File: src/rtl/pred_seq_pkg.sv
package pred_seq_pkg;

    typedef enum logic [2:0] {
        PH_IDLE  = 3'd0,
        PH_FETCH = 3'd1,
        PH_MEAN  = 3'd2,
        PH_RESID = 3'd3,
        PH_COVAR = 3'd4
    } phase_e;

    localparam int NUM_UNITS  = 4;
    localparam int UNIT_W     = $clog2(NUM_UNITS);
    localparam int UNIT_FETCH = 0;
    localparam int UNIT_MEAN  = 1;
    localparam int UNIT_RESID = 2;
    localparam int UNIT_COVAR = 3;

    // Index of the unit that a working phase waits on.
    function automatic logic [UNIT_W-1:0] unit_of(phase_e p);
        case (p)
            PH_MEAN:  return UNIT_W'(UNIT_MEAN);
            PH_RESID: return UNIT_W'(UNIT_RESID);
            PH_COVAR: return UNIT_W'(UNIT_COVAR);
            default:  return UNIT_W'(UNIT_FETCH);
        endcase
    endfunction

    // Phase in which a given unit works.
    function automatic phase_e phase_of_unit(int u);
        return phase_e'(3'(u + 1));
    endfunction

    // Phase that follows a working phase once its unit is ready.
    function automatic phase_e next_phase(phase_e p);
        case (p)
            PH_FETCH: return PH_MEAN;
            PH_MEAN:  return PH_RESID;
            PH_RESID: return PH_COVAR;
            default:  return PH_IDLE;
        endcase
    endfunction

endpackage

File: src/rtl/pred_phase_fsm.sv
module pred_phase_fsm
    import pred_seq_pkg::*;
(
    input  logic                 clk,
    input  logic                 rst,
    input  logic                 start_ok,
    input  logic [NUM_UNITS-1:0] rdy_vec,
    output phase_e               phase_o,
    output logic [NUM_UNITS-1:0] go_o,
    output logic                 finish_o
);

    phase_e               phase_q;
    phase_e               phase_d;
    logic                 cur_rdy;
    logic                 advance;
    logic [NUM_UNITS-1:0] go_d;
    logic [NUM_UNITS-1:0] go_q;

    assign cur_rdy = rdy_vec[unit_of(phase_q)];

    always_comb begin
        advance = 1'b0;
        phase_d = phase_q;
        if (phase_q == PH_IDLE) begin
            if (start_ok) begin
                advance = 1'b1;
                phase_d = PH_FETCH;
            end
        end else if (cur_rdy) begin
            advance = 1'b1;
            phase_d = next_phase(phase_q);
        end
    end

    // One start pulse per unit, fired on entry to its phase.
    for (genvar u = 0; u < NUM_UNITS; u++) begin : g_go
        assign go_d[u] = advance && (phase_d == phase_of_unit(u));
    end

    always_ff @(posedge clk) begin
        if (rst) begin
            phase_q <= PH_IDLE;
            go_q    <= '0;
        end else begin
            phase_q <= phase_d;
            go_q    <= go_d;
        end
    end

    assign phase_o  = phase_q;
    assign go_o     = go_q;
    assign finish_o = (phase_q == PH_COVAR) && cur_rdy;

    AST_GO_ON_ENTRY: assert property (@(posedge clk) disable iff (rst)
        (|go_q) |-> (phase_q != $past(phase_q)));
    AST_GO_SINGLE: assert property (@(posedge clk) disable iff (rst)
        $onehot0(go_q));
    AST_STAGE_HOLD: assert property (@(posedge clk) disable iff (rst)
        (phase_q != PH_IDLE && !cur_rdy) |=> $stable(phase_q));
    AST_COV_AFTER_RESID: assert property (@(posedge clk) disable iff (rst)
        go_q[UNIT_COVAR] |-> ($past(phase_q) == PH_RESID && $past(rdy_vec[UNIT_RESID])));
    AST_IDLE_NEEDS_START: assert property (@(posedge clk) disable iff (rst)
        (phase_q == PH_IDLE && !start_ok) |=> (phase_q == PH_IDLE));

endmodule

File: src/rtl/pred_writeback.sv
module pred_writeback
    import pred_seq_pkg::*;
#(
    parameter int DATA_W = 32,
    parameter int MIDX_W = 4,
    parameter int CIDX_W = 8,
    parameter int BUF_AW = 10,
    parameter logic [BUF_AW-1:0] MEAN_BASE = 10'h040,
    parameter logic [BUF_AW-1:0] COV_BASE  = 10'h100
) (
    input  logic              clk,
    input  logic              rst,
    input  phase_e            phase,
    input  logic              mean_vld,
    input  logic [MIDX_W-1:0] mean_idx,
    input  logic [DATA_W-1:0] mean_data,
    input  logic              cov_vld,
    input  logic [CIDX_W-1:0] cov_idx,
    input  logic [DATA_W-1:0] cov_data,
    output logic              st_we,
    output logic [MIDX_W-1:0] st_addr,
    output logic [DATA_W-1:0] st_wdata,
    output logic              cv_we,
    output logic [CIDX_W-1:0] cv_addr,
    output logic [DATA_W-1:0] cv_wdata,
    output logic              buf_we,
    output logic [BUF_AW-1:0] buf_addr,
    output logic [DATA_W-1:0] buf_wdata
);

    typedef struct packed {
        logic              we;
        logic [BUF_AW-1:0] addr;
        logic [DATA_W-1:0] data;
    } buf_wr_t;

    logic    mean_acc;
    logic    cov_acc;
    buf_wr_t buf_d;
    buf_wr_t buf_q;

    assign mean_acc = (phase == PH_MEAN) && mean_vld;
    assign cov_acc  = (phase == PH_COVAR) && cov_vld;

    always_comb begin
        buf_d.we = mean_acc || cov_acc;
        if (mean_acc) begin
            buf_d.addr = MEAN_BASE + BUF_AW'(mean_idx);
            buf_d.data = mean_data;
        end else begin
            buf_d.addr = COV_BASE + BUF_AW'(cov_idx);
            buf_d.data = cov_data;
        end
    end

    always_ff @(posedge clk) begin
        if (rst) begin
            st_we    <= 1'b0;
            st_addr  <= '0;
            st_wdata <= '0;
            cv_we    <= 1'b0;
            cv_addr  <= '0;
            cv_wdata <= '0;
            buf_q    <= '0;
        end else begin
            st_we    <= mean_acc;
            st_addr  <= mean_idx;
            st_wdata <= mean_data;
            cv_we    <= cov_acc;
            cv_addr  <= cov_idx;
            cv_wdata <= cov_data;
            buf_q    <= buf_d;
        end
    end

    assign buf_we    = buf_q.we;
    assign buf_addr  = buf_q.addr;
    assign buf_wdata = buf_q.data;

    AST_STATE_WR_IN_MEAN: assert property (@(posedge clk) disable iff (rst)
        st_we |-> ($past(phase) == PH_MEAN));
    AST_COV_WR_IN_COVAR: assert property (@(posedge clk) disable iff (rst)
        cv_we |-> ($past(phase) == PH_COVAR));
    AST_BUF_MIRRORS_STATE: assert property (@(posedge clk) disable iff (rst)
        st_we |-> (buf_we && buf_wdata == st_wdata));
    AST_BUF_MIRRORS_COV: assert property (@(posedge clk) disable iff (rst)
        cv_we |-> (buf_we && buf_wdata == cv_wdata));

endmodule

File: src/rtl/pred_status.sv
module pred_status #(
    parameter bit IRQ_EN = 1'b1
) (
    input  logic clk,
    input  logic rst,
    input  logic finish,
    input  logic clr,
    output logic done,
    output logic irq
);

    logic done_q;

    always_ff @(posedge clk) begin
        if (rst) begin
            done_q <= 1'b0;
        end else if (finish) begin
            done_q <= 1'b1;
        end else if (clr) begin
            done_q <= 1'b0;
        end
    end

    assign done = done_q;

    if (IRQ_EN) begin : g_irq
        logic irq_q;
        always_ff @(posedge clk) begin
            if (rst) irq_q <= 1'b0;
            else     irq_q <= finish;
        end
        assign irq = irq_q;

        AST_IRQ_WITH_DONE: assert property (@(posedge clk) disable iff (rst)
            irq_q |-> (done_q && !$past(done_q)));
        AST_IRQ_ONE_CYCLE: assert property (@(posedge clk) disable iff (rst)
            irq_q |=> !irq_q);
    end else begin : g_no_irq
        assign irq = 1'b0;
    end

    AST_DONE_STICKY: assert property (@(posedge clk) disable iff (rst)
        (done_q && !clr) |=> done_q);
    AST_DONE_CLEARS: assert property (@(posedge clk) disable iff (rst)
        (done_q && clr && !finish) |=> !done_q);

endmodule

File: src/rtl/predict_sequencer.sv
module predict_sequencer
    import pred_seq_pkg::*;
#(
    parameter int DATA_W = 32,
    parameter int MIDX_W = 4,
    parameter int CIDX_W = 8,
    parameter int BUF_AW = 10,
    parameter logic [BUF_AW-1:0] MEAN_BASE = 10'h040,
    parameter logic [BUF_AW-1:0] COV_BASE  = 10'h100,
    parameter bit IRQ_EN = 1'b1
) (
    input  logic              clk,
    input  logic              rst,
    input  logic              start_cmd,
    input  logic              clr_done,
    output logic              busy,
    output logic              done_flag,
    output logic              irq,
    output logic              pf_start,
    input  logic              pf_rdy,
    output logic              mean_start,
    input  logic              mean_rdy,
    output logic              res_start,
    input  logic              res_rdy,
    output logic              cov_start,
    input  logic              cov_rdy,
    input  logic              mean_vld,
    input  logic [MIDX_W-1:0] mean_idx,
    input  logic [DATA_W-1:0] mean_data,
    input  logic              cov_vld,
    input  logic [CIDX_W-1:0] cov_idx,
    input  logic [DATA_W-1:0] cov_data,
    output logic              st_we,
    output logic [MIDX_W-1:0] st_addr,
    output logic [DATA_W-1:0] st_wdata,
    output logic              cv_we,
    output logic [CIDX_W-1:0] cv_addr,
    output logic [DATA_W-1:0] cv_wdata,
    output logic              buf_we,
    output logic [BUF_AW-1:0] buf_addr,
    output logic [DATA_W-1:0] buf_wdata
);

    phase_e               phase;
    logic [NUM_UNITS-1:0] rdy_vec;
    logic [NUM_UNITS-1:0] go;
    logic                 finish;
    logic                 start_ok;

    assign rdy_vec  = {cov_rdy, res_rdy, mean_rdy, pf_rdy};
    assign start_ok = start_cmd && !done_flag;

    pred_phase_fsm u_fsm (
        .clk      (clk),
        .rst      (rst),
        .start_ok (start_ok),
        .rdy_vec  (rdy_vec),
        .phase_o  (phase),
        .go_o     (go),
        .finish_o (finish)
    );

    pred_writeback #(
        .DATA_W    (DATA_W),
        .MIDX_W    (MIDX_W),
        .CIDX_W    (CIDX_W),
        .BUF_AW    (BUF_AW),
        .MEAN_BASE (MEAN_BASE),
        .COV_BASE  (COV_BASE)
    ) u_wb (
        .clk       (clk),
        .rst       (rst),
        .phase     (phase),
        .mean_vld  (mean_vld),
        .mean_idx  (mean_idx),
        .mean_data (mean_data),
        .cov_vld   (cov_vld),
        .cov_idx   (cov_idx),
        .cov_data  (cov_data),
        .st_we     (st_we),
        .st_addr   (st_addr),
        .st_wdata  (st_wdata),
        .cv_we     (cv_we),
        .cv_addr   (cv_addr),
        .cv_wdata  (cv_wdata),
        .buf_we    (buf_we),
        .buf_addr  (buf_addr),
        .buf_wdata (buf_wdata)
    );

    pred_status #(
        .IRQ_EN (IRQ_EN)
    ) u_status (
        .clk    (clk),
        .rst    (rst),
        .finish (finish),
        .clr    (clr_done),
        .done   (done_flag),
        .irq    (irq)
    );

    assign busy       = (phase != PH_IDLE);
    assign pf_start   = go[UNIT_FETCH];
    assign mean_start = go[UNIT_MEAN];
    assign res_start  = go[UNIT_RESID];
    assign cov_start  = go[UNIT_COVAR];

    AST_BUSY_AFTER_START: assert property (@(posedge clk) disable iff (rst)
        pf_start |-> busy);
    AST_DONE_ENDS_RUN: assert property (@(posedge clk) disable iff (rst)
        $rose(done_flag) |-> !busy);

endmodule

File: config.mk
export PLATFORM = sky130hd
export DESIGN_NAME = predict_sequencer
export DESIGN_NICKNAME = d
export VERILOG_FILES = /design/src/rtl/pred_seq_pkg.sv /design/src/rtl/pred_phase_fsm.sv /design/src/rtl/pred_writeback.sv /design/src/rtl/pred_status.sv /design/src/rtl/predict_sequencer.sv
export SDC_FILE = /design/constraint.sdc
export NUM_CORES = 1
export LEC_CHECK = 0
export ABC_AREA = 1
export BUFFER_PORTS_ARGS = -buffer_cell sky130_fd_sc_hd__clkbuf_2
export CORE_MARGIN = 2
export CORE_UTILIZATION = 39
export DETAILED_ROUTE_END_ITERATION = 10
export PLACE_DENSITY = 0.74
export SLEW_MARGIN = 0
export SYNTH_ARGS = -nofsm -noshare
export SYNTH_HDL_FRONTEND = slang
export SYNTH_SLANG_ARGS = --single-unit
export TNS_END_PERCENT = 50
File: constraint.sdc
create_clock -name clk -period 1.25 [get_ports clk]
set_input_delay 0.25 -clock clk [delete_from_list [all_inputs] [get_ports clk]]
set_output_delay 0.25 -clock clk [all_outputs]
set_load 0.005 [all_outputs]
# After elaboration in Yosys (flattened, before gate mapping)

Cells that the tools add are included.

Bits in registers: 130
Input port bits: 86
Logic and storage cells: 50

Add/subtract/negate cells: 2
Magnitude comparators: 1
Eq/ne operators: 8
Multiplexer cells: 13
Reduce and logical (&&, ||, !) cells: 13

Operators with widths:

| kind                                                                   | number |
|---|---|
| 42-bit 2-to-1 mux                                                      | 1 |
| 3-bit by 2-bit equality test with 1-bit output (second input constant) | 4 |
| 9-bit by 8-bit adder with 10-bit output (first input constant)         | 1 |
| 3-bit 2-to-1 mux                                                       | 3 |
| 3-bit case mux with 3 select lines                                     | 1 |
| 7-bit by 4-bit adder with 8-bit output (first input constant)          | 1 |
| 1-bit logical AND                                                      | 8 |
| 3-bit by 1-bit equality test with 1-bit output (second input constant) | 2 |
| 3-bit equality test (second input constant)                            | 2 |
| 1-bit 2-to-1 mux                                                       | 6 |
| 2-bit case mux with 3 select lines                                     | 1 |
| 3-bit logical NOT                                                      | 1 |
| 2-bit by 3-bit < comparator with 1-bit output (second input constant)  | 1 |
| 3-bit nonzero test                                                     | 1 |
| 1-bit binary-select mux with 2-bit select                              | 1 |
| 2-bit nonzero test                                                     | 1 |
| 1-bit logical NOT                                                      | 1 |
| 1-bit logical OR                                                       | 1 |

# Longest topological paths before layout

Gate-level depths: netlist (run 1).

Word-level depth: 8
Mapped depth: 9
Mapped depth without buffers: 9

# Cells and area by module

Synthesis (run 1) repeated with hierarchy kept, for this count alone.

Cell total of the unflattened synthesis: 482
Area, all modules: 4365.4 um^2

Modules (own cells, without submodules):

| module            | instances | cells each | area each (um^2) |
|---|---|---|---|
| pred_writeback    | 1         | 419        | 3918.8 |
| pred_phase_fsm    | 1         | 50         | 364.1 |
| pred_status       | 1         | 8          | 63.8 |
| predict_sequencer | 1         | 5          | 18.8 |

# Worst setup path after synthesis (run 1)

No wires, ideal clock.

Path type: register to register
Start: register u_fsm.phase_q[1], in the netlist u_fsm.phase_o[1]
End: register u_wb.buf_q (netlist bit u_wb.buf_wdata[11])
Arrival: 1.083 ns
Path slack: 0.042 ns
Cell stages (with the launch flop): 8
Buffers on the path: 2
Period minus slack after synthesis: 1.208 ns
Path through: dfxtp_1 > nand2_2 > nor2_2 > nand2_2 > buf_6 > buf_6 > nand2_1 > o21ai_0

Word-level cells in the longest chain between the ends: 3

RTL lines:

| what                                           | line                 | RTL |
|---|---|---|
| start, declared                                | pred_phase_fsm.sv:13 | `phase_e phase_q;` |
| start signal, assigned                         | pred_phase_fsm.sv:46 | `phase_q <= phase_d;` |
| 3-bit by 2-bit equality test with 1-bit output | pred_writeback.sv:42 | `assign mean_acc = (phase == PH_MEAN) && mean_vld;` |
| 1-bit logical AND                              | pred_writeback.sv:42 |  |
| 42-bit 2-to-1 mux                              | pred_writeback.sv:47 | `if (mean_acc) begin` |
| end signal, assigned                           | pred_writeback.sv:72 | `buf_q <= buf_d;` |
| end, declared                                  | pred_writeback.sv:40 | `buf_wr_t buf_q;` |

No other way between the ends.
A chain may end at the register's enable or synchronous reset.

# Worst setup path after layout (run 1)

Start: register u_fsm.phase_q[0], in the netlist u_fsm.phase_o[0]
End: output port busy

Word-level cells in the longest chain between the ends: 1

RTL lines:

| what               | line                     | RTL |
|---|---|---|
| 3-bit nonzero test | predict_sequencer.sv:102 | `assign busy = (phase != PH_IDLE);` |
| end, declared      | predict_sequencer.sv:16  | `output logic busy,` |

No other way between the ends.

==> results of run 1 <==
==> how the worst min path moves through the flow <==
stage	cells past startpoint	to
detailed placement	3	u_wb.st_wdata[24]$_SDFF_PP0_
global placement	3	u_wb.st_wdata[11]$_SDFF_PP0_
CTS	3	u_fsm.go_o[2]$_SDFF_PP0_
global route	3	u_fsm.go_o[2]$_SDFF_PP0_
finish	3	u_fsm.go_o[2]$_SDFF_PP0_
floorplan	2	u_wb.st_wdata[10]$_SDFF_PP0_
==> metrics by stage <==
step / setup WS, ns / hold WS [ns] / total power [mW]
finish: -0.304 / 0.0808 / 11.0
detailed placement: -0.0711 / 0.455 / 6.04
global placement: -0.00232 / 0.454 / 6.00
floorplan: 0.0417 / 0.362 / 5.35
CTS: -0.319 / 0.00185 / 10.9
global route: -0.381 / 0.0625 / 11.5
==> worst max-delay path, stage by stage (launching register included) <==
cell	delay, ns
dfxtp_2	0.32
buf_6	0.12
nor2_4	0.10
buf_6	0.12
nand2_4	0.04
clkbuf_2	0.11
==> layout make-up <==
type	instances	area share
inverters	88	0.0499
repair buffers	304	0.306
clock inverters	7	0.0129
multi-input cells	204	0.145
clock buffers	23	0.0690
well taps	133	0.0252
flip-flops and latches	129	0.392
==> power groups by stage <==
stage	clock network [mW]	logic (mW)	registers [mW]
2_1_floorplan	0	0.651	4.70
3_3_place_gp	0	1.35	4.65
3_5_place_dp	0	1.38	4.66
4_1_cts	4.61	1.72	4.58
5_1_grt	4.81	2.07	4.64
6_report	4.54	1.89	4.61
==> metal layers <==
layer	track usage	share of wire
met3	0.0708	0.064
met1	0.224	0.38
met4	0.121	0.044
met2	0.375	0.52
met5	0	0
==> cells by family (layout without fill, tap and decap cells) <==
logic type      Yosys count  after routing  synth area share
compound gates           44             44            0.0622
buf+inv                 106            422             0.113
flops                   129            129             0.661
other cells               1              1          0.000960
simple gates            159            159             0.162
==> sequential cells by signal, summed over array words and instances (netlist names) <==
| signal | flops |
|---|---|
| u_wb.st_wdata | 32 |
| u_wb.cv_wdata | 32 |
| u_wb.st_addr | 4 |
| u_fsm.go_o | 4 |
| u_wb.buf_we | 1 |
| u_status.done | 1 |
| u_wb.st_we | 1 |
| u_wb.cv_we | 1 |
| u_wb.buf_wdata | 32 |
| u_wb.cv_addr | 8 |
| u_status.irq | 1 |
| u_wb.buf_addr | 9 |
| u_fsm.phase_o | 3 |
==> layout by cell type (no fill, tap or decap), types with 2 or more instances in the layout <==
cell type	netlist	final
nor2_2	3	3
buf_6	5	4
clkinv_2	0	5
nand2_4	0	4
a21oi_2	0	3
bufinv_16	0	2
buf_4	1	4
dlygate4sd3_1	0	79
o21ai_2	5	6
nand3_2	0	2
clkbuf_16	0	16
o21ai_1	9	10
inv_1	86	84
buf_12	0	5
nand2_1	89	81
clkbuf_8	0	3
a21oi_1	5	2
dfxtp_2	0	3
clkbuf_1	8	4
nand2_2	4	8
nor2_4	0	2
nor2_1	52	50
dfxtp_1	129	125
o21ai_0	24	22
nor3_1	3	3
inv_2	1	3
clkbuf_2	0	212
nand3_1	5	3
==> what timing repair did <==
| action | CTS | global route |
|---|---|---|
| setup buffers | 4 | 1 |
| pin swaps | 3 | 11 |
| resized for setup | 12 | 23 |
| hold endpoints to repair | 87 | 0 |
| cloned | 0 | 0 |
| endpoints found under the setup margin | 45 | 45 |
| hold buffers | 79 | 0 |
==> run summary, run 1 <==
I/O Buffers: 212
initial antenna violation count: 0
area overhead of the layout relative to synthesis: 69.4%
Crit Path Class: reg -> out
clock network power share: 0.411
share of cells above drive strength 1: 0.379
Final HPWL DP: 6.92 mm
clock transition at the registers of the reported paths: 0.05 ns
endpoints failing setup: 21
Worst Setup Slack, final: -0.304 ns
GPL Wtd Cong: 0.904
nets@finish: 830
cell count after placement: 774
Final Max Slew Viols: 0
row count: 36
Critical Path End: busy
switching share of power: 0.247
via count: 3831
Reg power frac: 0.417
Post-synth EDFFs: 0
CP required: 1.00 ns
fillers: 731
max cap viols: 0
Clock Root Buffer: clkbuf_8
Leak: 3.68 nW
DR DRC count: 0
register area share after synthesis: 0.661
endpoints failing hold: 0
Yosys top cell by area: dfxtp_1
minimum clock period: 1.55 ns
Util after Layout: 0.680
origin of the worst min-delay path: mean_rdy
reg2reg start: u_fsm.phase_o[0]$_SDFF_PP0_
io pins: 214
placed cell areas: 5140 µm²
CTS tree: done
#FFs+latches synth: 129
vias in the first global route: 3902
non-filler cells, final: 888
Startpoint Class: register
Final Cycle Share: 1.24
Switch Pwr: 2.72 mW
deepest clock path buffer count: 2
worst endpoint data arrival time: 1.30 ns
Skew-Pair Late Insertion Delay: 0.50 ns
diodes inserted: 0
post-synthesis instance area: 3900 µm²
Worst R2R Path Depth: 12
Setup TNS Final: -1.47 ns
register area: 2590 µm²
drt wl/cell: 13.1 µm
Avg Inst Size Synth: 8.90 µm²
synth top area cells: dfxtp_1 (66%), nand2_1 (8.6%), inv_1 (8.3%), nor2_1 (5.0%), o21ai_0 (3.1%)
Synth Instances: 439
failing checks: negative setup slack
pwr dens: 1670 nW/µm²
clock tree sinks: 129
initial core utilization: 0.401
status: finished, violations left
total track usage: 0.213
synth warn: 0
Synth async-reset ratio: 0
Horiz. Die Dim: 104 µm
final cell area excluding filler cells: 6620 µm²
die area: 10800 µm²
Post-synth top cells: dfxtp_1 (129), nand2_1 (89), inv_1 (86)
area occupied by multi-input gates: 960 µm²
internal power: 8.31 mW
Vias/cell: 4.31
min-delay worst type: in -> reg
antenna viol nets, final: 0
share of the synthesized area in the top cell type: 0.661
GRT overflow: 0
final WL: 11.6 mm
count leader, synth: dfxtp_1
syn nets: 525
Die Ht: 104 µm
largest net degree at the start of global routing: 58
Pre-antenna DRT Iters: 4
Crit. End Element: output port
Top FF cell, synth: dfxtp_1
initial DRC count: 80
worst-path fanout max: 2
Crit Reg-Reg Endpoint: u_status.done$_SDFFE_PP0P_
clock skew: 0.00755 ns
CTS buffer count: 17
Gate power share: 0.171
unrepaired setup endpoints after global routing: true
FMAX: 0.643 GHz
first-pass GRT wire length: 18.4 mm
count of cell types in the netlist: 24
FF-to-FF setup slack: -0.20 ns
worst vdd ir: 0.862 mV
Worst setup startpoint: u_fsm.phase_o[0]$_SDFF_PP0_
H-Tree Depth: 4
Core ar.: 9730 µm²
Power figures use the tool's default switching activity.
==> run 2: changes to the inputs <==
--- a/config.mk
+++ b/config.mk
@@ -8,9 +8,10 @@
 export ABC_AREA = 1
 export BUFFER_PORTS_ARGS = -buffer_cell sky130_fd_sc_hd__clkbuf_2
 export CORE_MARGIN = 2
-export CORE_UTILIZATION = 39
+export CORE_UTILIZATION = 44
 export DETAILED_ROUTE_END_ITERATION = 10
-export PLACE_DENSITY = 0.74
+export GPL_ROUTABILITY_DRIVEN = 0
+export PLACE_DENSITY = 0.79
 export SLEW_MARGIN = 0
 export SYNTH_ARGS = -nofsm -noshare
 export SYNTH_HDL_FRONTEND = slang
==> constraint.sdc (replaced) <==
create_clock -name clk -period 1.6 [get_ports clk]
set_input_delay 0.32 -clock clk [delete_from_list [all_inputs] [get_ports clk]]
set_output_delay 0.32 -clock clk [all_outputs]
set_load 0.005 [all_outputs]
==> run 2 against run 1 <==
Net effect:
- the flow now finishes without violations
- final area fell by 14%
- register-to-register slack improved by 0.40 ns
- sequential power fell by 22%
- sequential share of layout area rose by 6.3 points
- utilization fell by 2.5 points
- power fell by 22%
- critical endpoint unchanged
- largest cell class unchanged
- largest power group is now the clock network
==> run summary, run 2 (synthesis gave the netlist of run 1 again) <==
Horiz. Die Dim: 98.2 µm
Crit Path Class: reg -> out
Final Cycle Share: 0.957
Skew-Pair Late Insertion Delay: 0.49 ns
status: finished, final reports clean
first-pass GRT wire length: 15.4 mm
Startpoint Class: register
Die Ht: 98.2 µm
nets@finish: 743
most common cell after layout, fill and taps aside: clkbuf_2
CTS tree: done
CTS buffer count: 17
clock skew: 0.0109 ns
final WL: 9.45 mm
max cap viols: 0
M2 GR Usage: 0.361
FF-to-FF setup slack: 0.20 ns
Clock Root Buffer: clkbuf_8
Core ar.: 8680 µm²
via count: 3398
Vias/cell: 4.37
diodes inserted: 0
CP required: 1.28 ns
Place WS: 0.196 ns
initial antenna violation count: 0
pwr dens: 1520 nW/µm²
reg2reg start: u_fsm.phase_o[0]$_SDFF_PP0_
Critical Path End: busy
Crit Reg-Reg Endpoint: u_wb.buf_wdata[24]$_SDFF_PP0_
H-Tree Depth: 4
vias in the first global route: 3493
DR DRC count: 0
min-delay worst type: in -> reg
most used routing layer: met2
most frequent cells in the layout: clkbuf_2 (212), dfxtp_1 (126), nand2_1 (89)
Worst Setup Slack, final: 0.0694 ns
Leak: 3.29 nW
Worst R2R Path Depth: 7
GRT overflow: 0
Final Max Slew Viols: 0
die area: 9640 µm²
Worst setup startpoint: u_fsm.phase_o[0]$_SDFF_PP0_
endpoints failing hold: 0
worst endpoint data arrival time: 1.21 ns
Crit. End Element: output port
unrepaired setup endpoints after global routing: false
share of cells above drive strength 1: 0.394
GR Layer Usage met3: 0.0687
clock transition at the registers of the reported paths: 0.06 ns
minimum clock period: 1.53 ns
initial core utilization: 0.450
total track usage: 0.200
Pre-antenna DRT Iters: 4
fillers: 731
Final HPWL DP: 6.81 mm
origin of the worst min-delay path: mean_data[8]
hold_buf cts: 0
endpoints failing setup: 0
clock tree sinks: 129
drt wl/cell: 12.2 µm
deepest clock path buffer count: 2
worst vdd ir: 0.824 mV
antenna viol nets, final: 0
largest net degree at the start of global routing: 58
io pins: 214
area overhead of the layout relative to synthesis: 45.6%
worst-path fanout max: 7
Setup TNS Final: 0 ns
routing usage on met1: 0.208
initial DRC count: 70
I/O Buffers: 212
row count: 34
FMAX: 0.653 GHz
[run 2: power breakdown]
| part | total, mW | switching (mW) | internal (mW) | leakage, nW |
|---|---|---|---|---|
| clock network | 4.00 | 1.37 | 2.62 | 0.302 |
| registers | 3.60 | 0.112 | 3.48 | 1.07 |
| logic | 1.02 | 0.576 | 0.446 | 1.91 |
[run 2: final cells by class]
class / count / area [µm²] / share of cell area
clock buffer: 20 / 445 / 0.0783
clock inverter: 12 / 180 / 0.0317
inverter: 88 / 330 / 0.0581
multi-input combinational: 204 / 885 / 0.156
sequential: 129 / 2590 / 0.455
tap: 108 / 135 / 0.0238
timing repair buffer: 217 / 1120 / 0.198
[run 2: worst max-delay path, stage by stage (launching register included)]
cell and delay, ns:
dfxtp_2 0.36, nor2_4 0.15, nand2_1 0.10, clkbuf_2 0.12
[run 2: what timing repair did]
item | CTS | global route
gates cloned | 0 | 0
pin swaps | 0 | 1
buffers inserted | 0 | 1
setup endpoints to repair | 1 | 1
gates resized for setup | 3 | 1
[run 2: worst min-delay path by stage]
stage | end | depth (start not counted)
after CTS | u_wb.cv_wdata[4]$_SDFF_PP0_ | 3
after detailed placement | u_fsm.go_o[0]$_SDFF_PP0_ | 1
after global routing | u_wb.cv_wdata[22]$_SDFF_PP0_ | 3
after global placement | u_fsm.go_o[0]$_SDFF_PP0_ | 1
final | u_wb.st_wdata[8]$_SDFF_PP0_ | 3
after floorplan | u_wb.st_wdata[10]$_SDFF_PP0_ | 2
[run 2: per-layer routing]
| layer | vias up | part of all wire |
|---|---|---|
| met3 | 14 | 0.072 |
| met4 | 0 | 0.019 |
| met2 | 145 | 0.53 |
| met5 | - | 0 |
| met1 | 1500 | 0.38 |
| li1 | 1739 | - |
[run 2: per-stage QoR]
step,hold WS [ns],area [µm²],util,std cells,total power [mW]
2_1_floorplan,0.432,3910,-,439,4.18
3_3_place_gp,0.490,5040,0.581,745,4.61
3_5_place_dp,0.489,5040,0.581,745,4.65
4_1_cts,0.00403,5680,0.654,777,8.67
5_1_grt,0.00689,5690,0.655,778,8.98
6_report,0.0309,5690,0.655,778,8.62
